==> src/rtl/tximp_pkg.sv <==
package tximp_pkg;

  localparam int DATA_W = 16;
  localparam int REG_AW = 3;

  // Register map of the calibration engine port
  localparam logic [REG_AW-1:0] A_OVR1  = 3'd0;
  localparam logic [REG_AW-1:0] A_OVR2  = 3'd1;
  localparam logic [REG_AW-1:0] A_CTRL  = 3'd2;
  localparam logic [REG_AW-1:0] A_NCODE = 3'd3;
  localparam logic [REG_AW-1:0] A_PCODE = 3'd4;

  localparam int B_OVR_EN = 15;
  localparam int B_REQ    = 15;
  localparam int B_DONE   = 14;
  localparam int B_ERR    = 13;

  localparam logic [DATA_W-1:0] OVR2_VALUE = 16'h0050 << 2;

  typedef enum logic [3:0] {
    S_IDLE,
    S_RD_OVR1,
    S_WR_OVR1,
    S_WR_OVR2,
    S_RD_CTRL,
    S_WR_CTRL,
    S_POLL_RD,
    S_POLL_CHK,
    S_RD_N,
    S_RD_P,
    S_CAP_P,
    S_CHECK,
    S_CALC
  } seq_state_t;

endpackage

==> src/rtl/tximp_math.sv <==
module tximp_math #(
  parameter int CODE_W    = 9,
  parameter int CALC_W    = 32,
  parameter int SCALE_M   = 128,
  parameter int SCALE_K0  = 0,
  parameter int FRAC_BITS = 9,
  parameter int PRE_MASK  = 1023,
  parameter int OUT_W     = 8
) (
  input  logic [CODE_W-1:0] code,
  output logic [OUT_W-1:0]  margin_q,
  output logic [OUT_W-1:0]  pre_q,
  output logic [OUT_W-1:0]  total_q
);

  localparam logic [CALC_W-1:0] M_GAP  = CALC_W'(128 - SCALE_M);
  localparam logic [CALC_W-1:0] K0_V   = CALC_W'(SCALE_K0);
  localparam logic [CALC_W-1:0] PMASK  = CALC_W'(PRE_MASK);

  function automatic logic [OUT_W-1:0] round_fx(input logic [CALC_W-1:0] v);
    logic [CALC_W-1:0] s;
    s = (v >> FRAC_BITS) + CALC_W'(v[FRAC_BITS-1]);
    return s[OUT_W-1:0];
  endfunction

  logic [CALC_W-1:0] c_w, scaled, margin_w, net_w, pre_w, total_w;

  always_comb begin
    c_w      = CALC_W'(code);
    scaled   = c_w << 7;
    margin_w = (M_GAP * c_w) >> 1;
    net_w    = scaled - (margin_w << 1);
    pre_w    = (net_w * K0_V) >> 7;
    total_w  = net_w - (pre_w & PMASK);
  end

  assign margin_q = round_fx(margin_w);
  assign pre_q    = round_fx(pre_w);
  assign total_q  = round_fx(total_w);

endmodule

==> src/rtl/tximp_done_mem.sv <==
module tximp_done_mem #(
  parameter int NUM_GROUPS = 2,
  parameter int GRP_W      = 1
) (
  input  logic             clk,
  input  logic             rst,
  input  logic [GRP_W-1:0] rd_grp,
  output logic             rd_hit,
  input  logic             wr_en,
  input  logic [GRP_W-1:0] wr_grp
);

  logic [NUM_GROUPS-1:0] flags;

  for (genvar g = 0; g < NUM_GROUPS; g++) begin : g_flag
    always_ff @(posedge clk) begin
      if (rst)
        flags[g] <= 1'b0;
      else if (wr_en && wr_grp == GRP_W'(g))
        flags[g] <= 1'b1;
    end
  end

  assign rd_hit = flags[rd_grp];

endmodule

==> src/rtl/tximp_seq.sv <==
module tximp_seq
  import tximp_pkg::*;
#(
  parameter int CODE_W          = 9,
  parameter int CODE_MIN        = 80,
  parameter int CODE_MAX        = 320,
  parameter int LINK_W          = 2,
  parameter int GRP_W           = 1,
  parameter int LINKS_PER_GROUP = 2
) (
  input  logic              clk,
  input  logic              rst,
  input  logic              start,
  input  logic [LINK_W-1:0] link_idx,
  output logic [GRP_W-1:0]  look_grp,
  input  logic              grp_hit,
  output logic              mem_wr,
  output logic [GRP_W-1:0]  mem_grp,
  output logic              phy_rd,
  output logic              phy_wr,
  output logic [REG_AW-1:0] phy_addr,
  output logic [DATA_W-1:0] phy_wdata,
  input  logic [DATA_W-1:0] phy_rdata,
  output logic [CODE_W-1:0] code_n,
  output logic [CODE_W-1:0] code_p,
  output logic              calc_load,
  output logic              busy,
  output logic              done,
  output logic              fail
);

  localparam logic [CODE_W-1:0] LO = CODE_W'(CODE_MIN);
  localparam logic [CODE_W-1:0] HI = CODE_W'(CODE_MAX);

  seq_state_t       state;
  logic [GRP_W-1:0] cur_grp;
  logic             range_bad;

  assign look_grp  = GRP_W'(32'(link_idx) / LINKS_PER_GROUP);
  assign range_bad = (code_n < LO) || (code_n > HI) ||
                     (code_p < LO) || (code_p > HI);
  assign busy      = (state != S_IDLE);
  assign calc_load = (state == S_CALC);
  assign mem_wr    = (state == S_CALC);
  assign mem_grp   = cur_grp;

  always_ff @(posedge clk) begin
    if (rst) begin
      state   <= S_IDLE;
      cur_grp <= '0;
      code_n  <= '0;
      code_p  <= '0;
      done    <= 1'b0;
      fail    <= 1'b0;
    end else begin
      done <= 1'b0;
      fail <= 1'b0;
      unique case (state)
        S_IDLE: begin
          if (start) begin
            cur_grp <= look_grp;
            if (grp_hit) done  <= 1'b1;
            else         state <= S_RD_OVR1;
          end
        end
        S_RD_OVR1:  state <= S_WR_OVR1;
        S_WR_OVR1:  state <= S_WR_OVR2;
        S_WR_OVR2:  state <= S_RD_CTRL;
        S_RD_CTRL:  state <= S_WR_CTRL;
        S_WR_CTRL:  state <= S_POLL_RD;
        S_POLL_RD:  state <= S_POLL_CHK;
        S_POLL_CHK: begin
          if (!phy_rdata[B_DONE]) begin
            state <= S_POLL_RD;
          end else if (phy_rdata[B_ERR]) begin
            done  <= 1'b1;
            fail  <= 1'b1;
            state <= S_IDLE;
          end else begin
            state <= S_RD_N;
          end
        end
        S_RD_N:     state <= S_RD_P;
        S_RD_P: begin
          code_n <= phy_rdata[CODE_W-1:0];
          state  <= S_CAP_P;
        end
        S_CAP_P: begin
          code_p <= phy_rdata[CODE_W-1:0];
          state  <= S_CHECK;
        end
        S_CHECK: begin
          if (range_bad) begin
            done  <= 1'b1;
            fail  <= 1'b1;
            state <= S_IDLE;
          end else begin
            state <= S_CALC;
          end
        end
        S_CALC: begin
          done  <= 1'b1;
          state <= S_IDLE;
        end
        default: state <= S_IDLE;
      endcase
    end
  end

  always_comb begin
    phy_rd    = 1'b0;
    phy_wr    = 1'b0;
    phy_addr  = A_OVR1;
    phy_wdata = '0;
    unique case (state)
      S_RD_OVR1: begin
        phy_rd   = 1'b1;
        phy_addr = A_OVR1;
      end
      S_WR_OVR1: begin
        phy_wr    = 1'b1;
        phy_addr  = A_OVR1;
        phy_wdata = phy_rdata & (DATA_W'(1) << B_OVR_EN);
      end
      S_WR_OVR2: begin
        phy_wr    = 1'b1;
        phy_addr  = A_OVR2;
        phy_wdata = OVR2_VALUE;
      end
      S_RD_CTRL, S_POLL_RD: begin
        phy_rd   = 1'b1;
        phy_addr = A_CTRL;
      end
      S_WR_CTRL: begin
        phy_wr    = 1'b1;
        phy_addr  = A_CTRL;
        phy_wdata = phy_rdata | (DATA_W'(1) << B_REQ);
      end
      S_RD_N: begin
        phy_rd   = 1'b1;
        phy_addr = A_NCODE;
      end
      S_RD_P: begin
        phy_rd   = 1'b1;
        phy_addr = A_PCODE;
      end
      default: ;
    endcase
  end

endmodule

==> src/rtl/tximp_top.sv <==
module tximp_top
  import tximp_pkg::*;
#(
  parameter int NUM_LINKS       = 4,
  parameter int LINKS_PER_GROUP = 2,
  parameter int CODE_W          = 9,
  parameter int CODE_MIN        = 80,
  parameter int CODE_MAX        = 320,
  parameter int SCALE_M         = 128,
  parameter int SCALE_K0        = 0,
  parameter int FRAC_BITS       = 9,
  parameter int CALC_W          = 32,
  parameter int OUT_W           = 8,
  localparam int LINK_W     = (NUM_LINKS > 1) ? $clog2(NUM_LINKS) : 1,
  localparam int NUM_GROUPS = NUM_LINKS / LINKS_PER_GROUP,
  localparam int GRP_W      = (NUM_GROUPS > 1) ? $clog2(NUM_GROUPS) : 1
) (
  input  logic                 clk,
  input  logic                 rst,
  input  logic                 start,
  input  logic [LINK_W-1:0]    link_idx,
  output logic                 busy,
  output logic                 done,
  output logic                 fail,
  output logic                 phy_rd,
  output logic                 phy_wr,
  output logic [REG_AW-1:0]    phy_addr,
  output logic [DATA_W-1:0]    phy_wdata,
  input  logic [DATA_W-1:0]    phy_rdata,
  output logic                 res_wr,
  output logic [2*OUT_W-1:0]   res_total,
  output logic [2*OUT_W-1:0]   res_pre,
  output logic [2*OUT_W-1:0]   res_margin
);

  logic [GRP_W-1:0]  look_grp, mem_grp;
  logic              grp_hit, mem_wr, calc_load;
  logic [CODE_W-1:0] codes [2];
  logic [OUT_W-1:0]  mg [2];
  logic [OUT_W-1:0]  pr [2];
  logic [OUT_W-1:0]  tt [2];

  tximp_seq #(
    .CODE_W(CODE_W), .CODE_MIN(CODE_MIN), .CODE_MAX(CODE_MAX),
    .LINK_W(LINK_W), .GRP_W(GRP_W), .LINKS_PER_GROUP(LINKS_PER_GROUP)
  ) u_seq (
    .clk(clk), .rst(rst), .start(start), .link_idx(link_idx),
    .look_grp(look_grp), .grp_hit(grp_hit),
    .mem_wr(mem_wr), .mem_grp(mem_grp),
    .phy_rd(phy_rd), .phy_wr(phy_wr), .phy_addr(phy_addr),
    .phy_wdata(phy_wdata), .phy_rdata(phy_rdata),
    .code_n(codes[0]), .code_p(codes[1]), .calc_load(calc_load),
    .busy(busy), .done(done), .fail(fail)
  );

  tximp_done_mem #(.NUM_GROUPS(NUM_GROUPS), .GRP_W(GRP_W)) u_mem (
    .clk(clk), .rst(rst), .rd_grp(look_grp), .rd_hit(grp_hit),
    .wr_en(mem_wr), .wr_grp(mem_grp)
  );

  // channel 0 = N code, channel 1 = P code
  for (genvar ch = 0; ch < 2; ch++) begin : g_chan
    tximp_math #(
      .CODE_W(CODE_W), .CALC_W(CALC_W), .SCALE_M(SCALE_M),
      .SCALE_K0(SCALE_K0), .FRAC_BITS(FRAC_BITS), .PRE_MASK(1023),
      .OUT_W(OUT_W)
    ) u_math (
      .code(codes[ch]), .margin_q(mg[ch]), .pre_q(pr[ch]), .total_q(tt[ch])
    );
  end

  always_ff @(posedge clk) begin
    if (rst) begin
      res_wr     <= 1'b0;
      res_total  <= '0;
      res_pre    <= '0;
      res_margin <= '0;
    end else begin
      res_wr <= calc_load;
      if (calc_load) begin
        res_total  <= {tt[0], tt[1]};
        res_pre    <= {pr[0], pr[1]};
        res_margin <= {mg[0], mg[1]};
      end
    end
  end

endmodule

==> config.mk <==
export PLATFORM = sky130hd
export DESIGN_NAME = tximp_top
export DESIGN_NICKNAME = d
export VERILOG_FILES = /design/src/rtl/tximp_pkg.sv /design/src/rtl/tximp_math.sv /design/src/rtl/tximp_done_mem.sv /design/src/rtl/tximp_seq.sv /design/src/rtl/tximp_top.sv
export SDC_FILE = /design/constraint.sdc
export NUM_CORES = 1
export LEC_CHECK = 0
export ABC_AREA = 1
export BUFFER_PORTS_ARGS = -buffer_cell sky130_fd_sc_hd__buf_2
export CAP_MARGIN = 25
export CORE_MARGIN = 2
export CORE_UTILIZATION = 49
export DETAILED_ROUTE_END_ITERATION = 6
export PLACE_DENSITY = 0.78
export SLEW_MARGIN = 20
export SYNTH_ARGS = -nofsm -noshare
export SYNTH_HDL_FRONTEND = slang
export SYNTH_SLANG_ARGS = --single-unit
==> constraint.sdc <==
create_clock -name clk -period 1.7 [get_ports clk]
set_clock_uncertainty 0.1 [all_clocks]
set_input_delay 0.085 -clock clk [delete_from_list [all_inputs] [get_ports clk]]
set_output_delay 0.085 -clock clk [all_outputs]
set_load 0.02 [all_outputs]
==> out/qor.csv <==
metric,value,unit
DRC violations left,0,
Port Buf Inserts,60,
worst skew pair latency,300,ps
top cell type's share of synthesized area,0.367,
Clock Pin Slew Worst Setup and Hold Paths,80,ps
worst vdd ir,0.000409,V
initial antenna violation count,0,
layout cells sized above 1,0.280,
"Top FF cell, synth",dfxtp_1,
Clock Path Buffers,2,
Setup crit end kind,primary output,
# diodes,0,
Die Wd,74,um
fmax,0.572,GHz
hold depth,3,
Max Cap Viol,0,
# H-tree levels,2,
P_leak,1.54,nW
CP Launch Type,flip-flop,
Routed Antenna Nets,0,
failing checks,negative setup slack,
met1 wire length,2550,um
"Max FO, Critical Path",7,
status,"complete, but fails checks",
pin count of the biggest net entering global routing,27,
crit path DAT,1560,ps
Reg2Reg Launch Point,u_seq.code_n[1]$_SDFFE_PP0P_,
final hold vios,0,
met3 wire length,324,um
Iter 0 DRT Violations,130,
#FFs+latches synth,44,
Setup Viol. Count Final,8,
Crit path max-delay family,buffers and inverters,
drt pass-1 iters,4,
die area,5480,um^2
pre-CTS setup slack,177,ps
flop-to-flop setup slack,130,ps
global route overflow,0,
Crit. path cell count,6,
top post-synthesis cells by count,"nor2_1, inv_1, dfxtp_1, nand2_1, o21ai_0",
Pwr Density,665,nW/um^2
highest metal used,met4,
Hold Crit Start,link_idx[1],
period utilization,1.03,
CP max stage delay,340,ps
slowest CP cell,dfxtp_2,
"Slew Viols, Final",0,
initial core utilization,0.508,
Top-Level Pins,94,
FF-to-FF End,res_total[14]$_SDFFE_PP0P_,
type of the worst setup path,flip-flop to primary output,
critical path required time,1510,ps
dominant cell type by area after synthesis,dfxtp_1,
DR vias,2291,
first-pass GRT wire length,8690,um
Post-Syn Instances,340,
Tmin final,1750,ps
Avg Synthesized Cell Area,7.06,um^2
CTS root buf,clkbuf_8,
Hold Path Class,primary input to flip-flop,
Synth Warn #,0,
dominant cells by area after synthesis,"dfxtp_1, buf_4, nor2_1",
Worst Hold Endpoint,u_seq.mem_grp$_SDFFE_PP0P_,
met2 wire len,2560,um
"count leader, synth",nor2_1,
gp weighted congestion,0.835,
R2R depth,9,
CTS buffer count,5,
CP Cell Sequence,"inv_2, nand2_4, nor2_4, clkinvlp_4, nor2_1, buf_4",
setup ws final,-49.1,ps
Synth cell types,29,
area growth from synthesis to layout,26.3,%
number of global-route vias before repair,1952,
CTS sink cnt,44,
Post-Synthesis Cell Area,2400,um^2
core box area,4720,um^2
Die H,74,um
CTS tree,done,
Worst Path Buf+Inv,3,
DR WL/cell,11.4,um
RSZ-0062 raised after global routing,yes,
Total GRT Usage,0.203,
setup TNS,-240,ps
Post-synth ARST share,0,
Post-synth EDFFs,0,
cell row count,25,
register area share after synthesis,0.367,
vias per cell,4.72,
final net count,443,
Detail Placement HPWL,3810,um
Detailed Route WL,5530,um
[logic make-up (layout without fill, tap and decap cells)]
kind of cell / Yosys count / count (layout) / synth area share
compound gates: 72 / 72 / 0.158
fa+ha+maj: 5 / 5 / 0.0261
simple gates: 121 / 121 / 0.219
other cells: 1 / 32 / 0.00156
buf+inv: 89 / 136 / 0.199
flops: 44 / 44 / 0.367
xor+xnor: 8 / 8 / 0.0292
[worst register-to-register path: stages, from the launching register on]
cell and delay, ps:
dfxtp_1 360, ha_1 180, ha_1 200, nand3_1 130, nor2_1 130, nand2_1 80
nand2_1 60, nand2_1 40, o221ai_1 140, inv_1 50
[cell type report]
type | count | area (um^2)
multi-input combinational | 238 | 1220
inverter | 48 | 186
timing repair buffer | 79 | 547
sequential | 44 | 891
clock inverter | 1 | 7.51
timing repair inverter | 1 | 7.51
fill | 426 | 1690
clock buffer | 7 | 86.3
tap | 67 | 83.8
[worst max-delay path by stage]
stage / slack (ps) / to / startpoint
2_1_floorplan: 300 / res_total[6]$_SDFFE_PP0P_ / u_seq.code_p[1]$_SDFFE_PP0P_
3_3_place_gp: 220 / res_total[6]$_SDFFE_PP0P_ / u_seq.code_p[1]$_SDFFE_PP0P_
4_1_cts: 8 / phy_wdata[0] / u_seq.state[3]$_SDFFE_PP0P_
3_5_place_dp: 180 / res_total[6]$_SDFFE_PP0P_ / u_seq.code_p[1]$_SDFFE_PP0P_
6_report: -50 / phy_wdata[4] / u_seq.state[3]$_SDFFE_PP0P_
5_1_grt: -150 / phy_wdata[4] / u_seq.state[3]$_SDFFE_PP0P_
[through the flow]
| step | hold slack [ps] | util | cells | cell area, um^2 | power [mW] |
|---|---|---|---|---|---|
| 2_1_floorplan | 120 | - | 371 | 2520 | 1.30 |
| 3_3_place_gp | 258 | 0.563 | 461 | 2660 | 1.31 |
| 3_5_place_dp | 264 | 0.563 | 461 | 2660 | 1.31 |
| 4_1_cts | 5.22 | 0.618 | 483 | 2920 | 2.00 |
| 5_1_grt | 7.47 | 0.642 | 485 | 3030 | 2.10 |
| 6_report | 7.15 | 0.642 | 485 | 3030 | 2.02 |
[routing by layer]
layer  GRT usage  up-vias
met5           0        -
met3      0.0420       10
li1            -     1168
met1       0.278     1028
met4      0.0828        0
met2       0.312       85
[timing repair]
| action | CTS | global route |
|---|---|---|
| resized for setup | 16 | 37 |
| endpoints found under the hold margin | 15 | 0 |
| endpoints found under the setup margin | 14 | 18 |
| buffers inserted | 4 | 2 |
| hold buffers | 9 | 0 |
| pin swaps | 2 | 6 |
| gates cloned | 1 | 0 |
[cells in the final DEF (no fill, tap or decap), drive strengths merged, types with 4 or more instances in the layout]
cell         instances
dfxtp               44
nand3               11
conb                32
clkbuf               7
buf                 70
inv                 47
o21ai               36
nand2               42
ha                   5
a21oi               28
nor2                62
xor2                 6
dlygate4sd3          9
nor3                 4
[where the power goes]
group          internal, mW  switching (mW)
Sequential             1.04          0.0126
Clock                 0.330           0.352
Combinational        0.0877           0.194
[state kept, by name (all words and copies together), names as in the netlist]
| signal | cells |
|---|---|
| u_seq.done | 1 |
| res_wr | 1 |
| u_seq.mem_grp | 1 |
| u_seq.fail | 1 |
| u_mem.flags | 2 |
| u_seq.code_n | 9 |
| u_seq.code_p | 9 |
| u_seq.state | 4 |
| res_total | 16 |
Power figures use the tool's default switching activity.
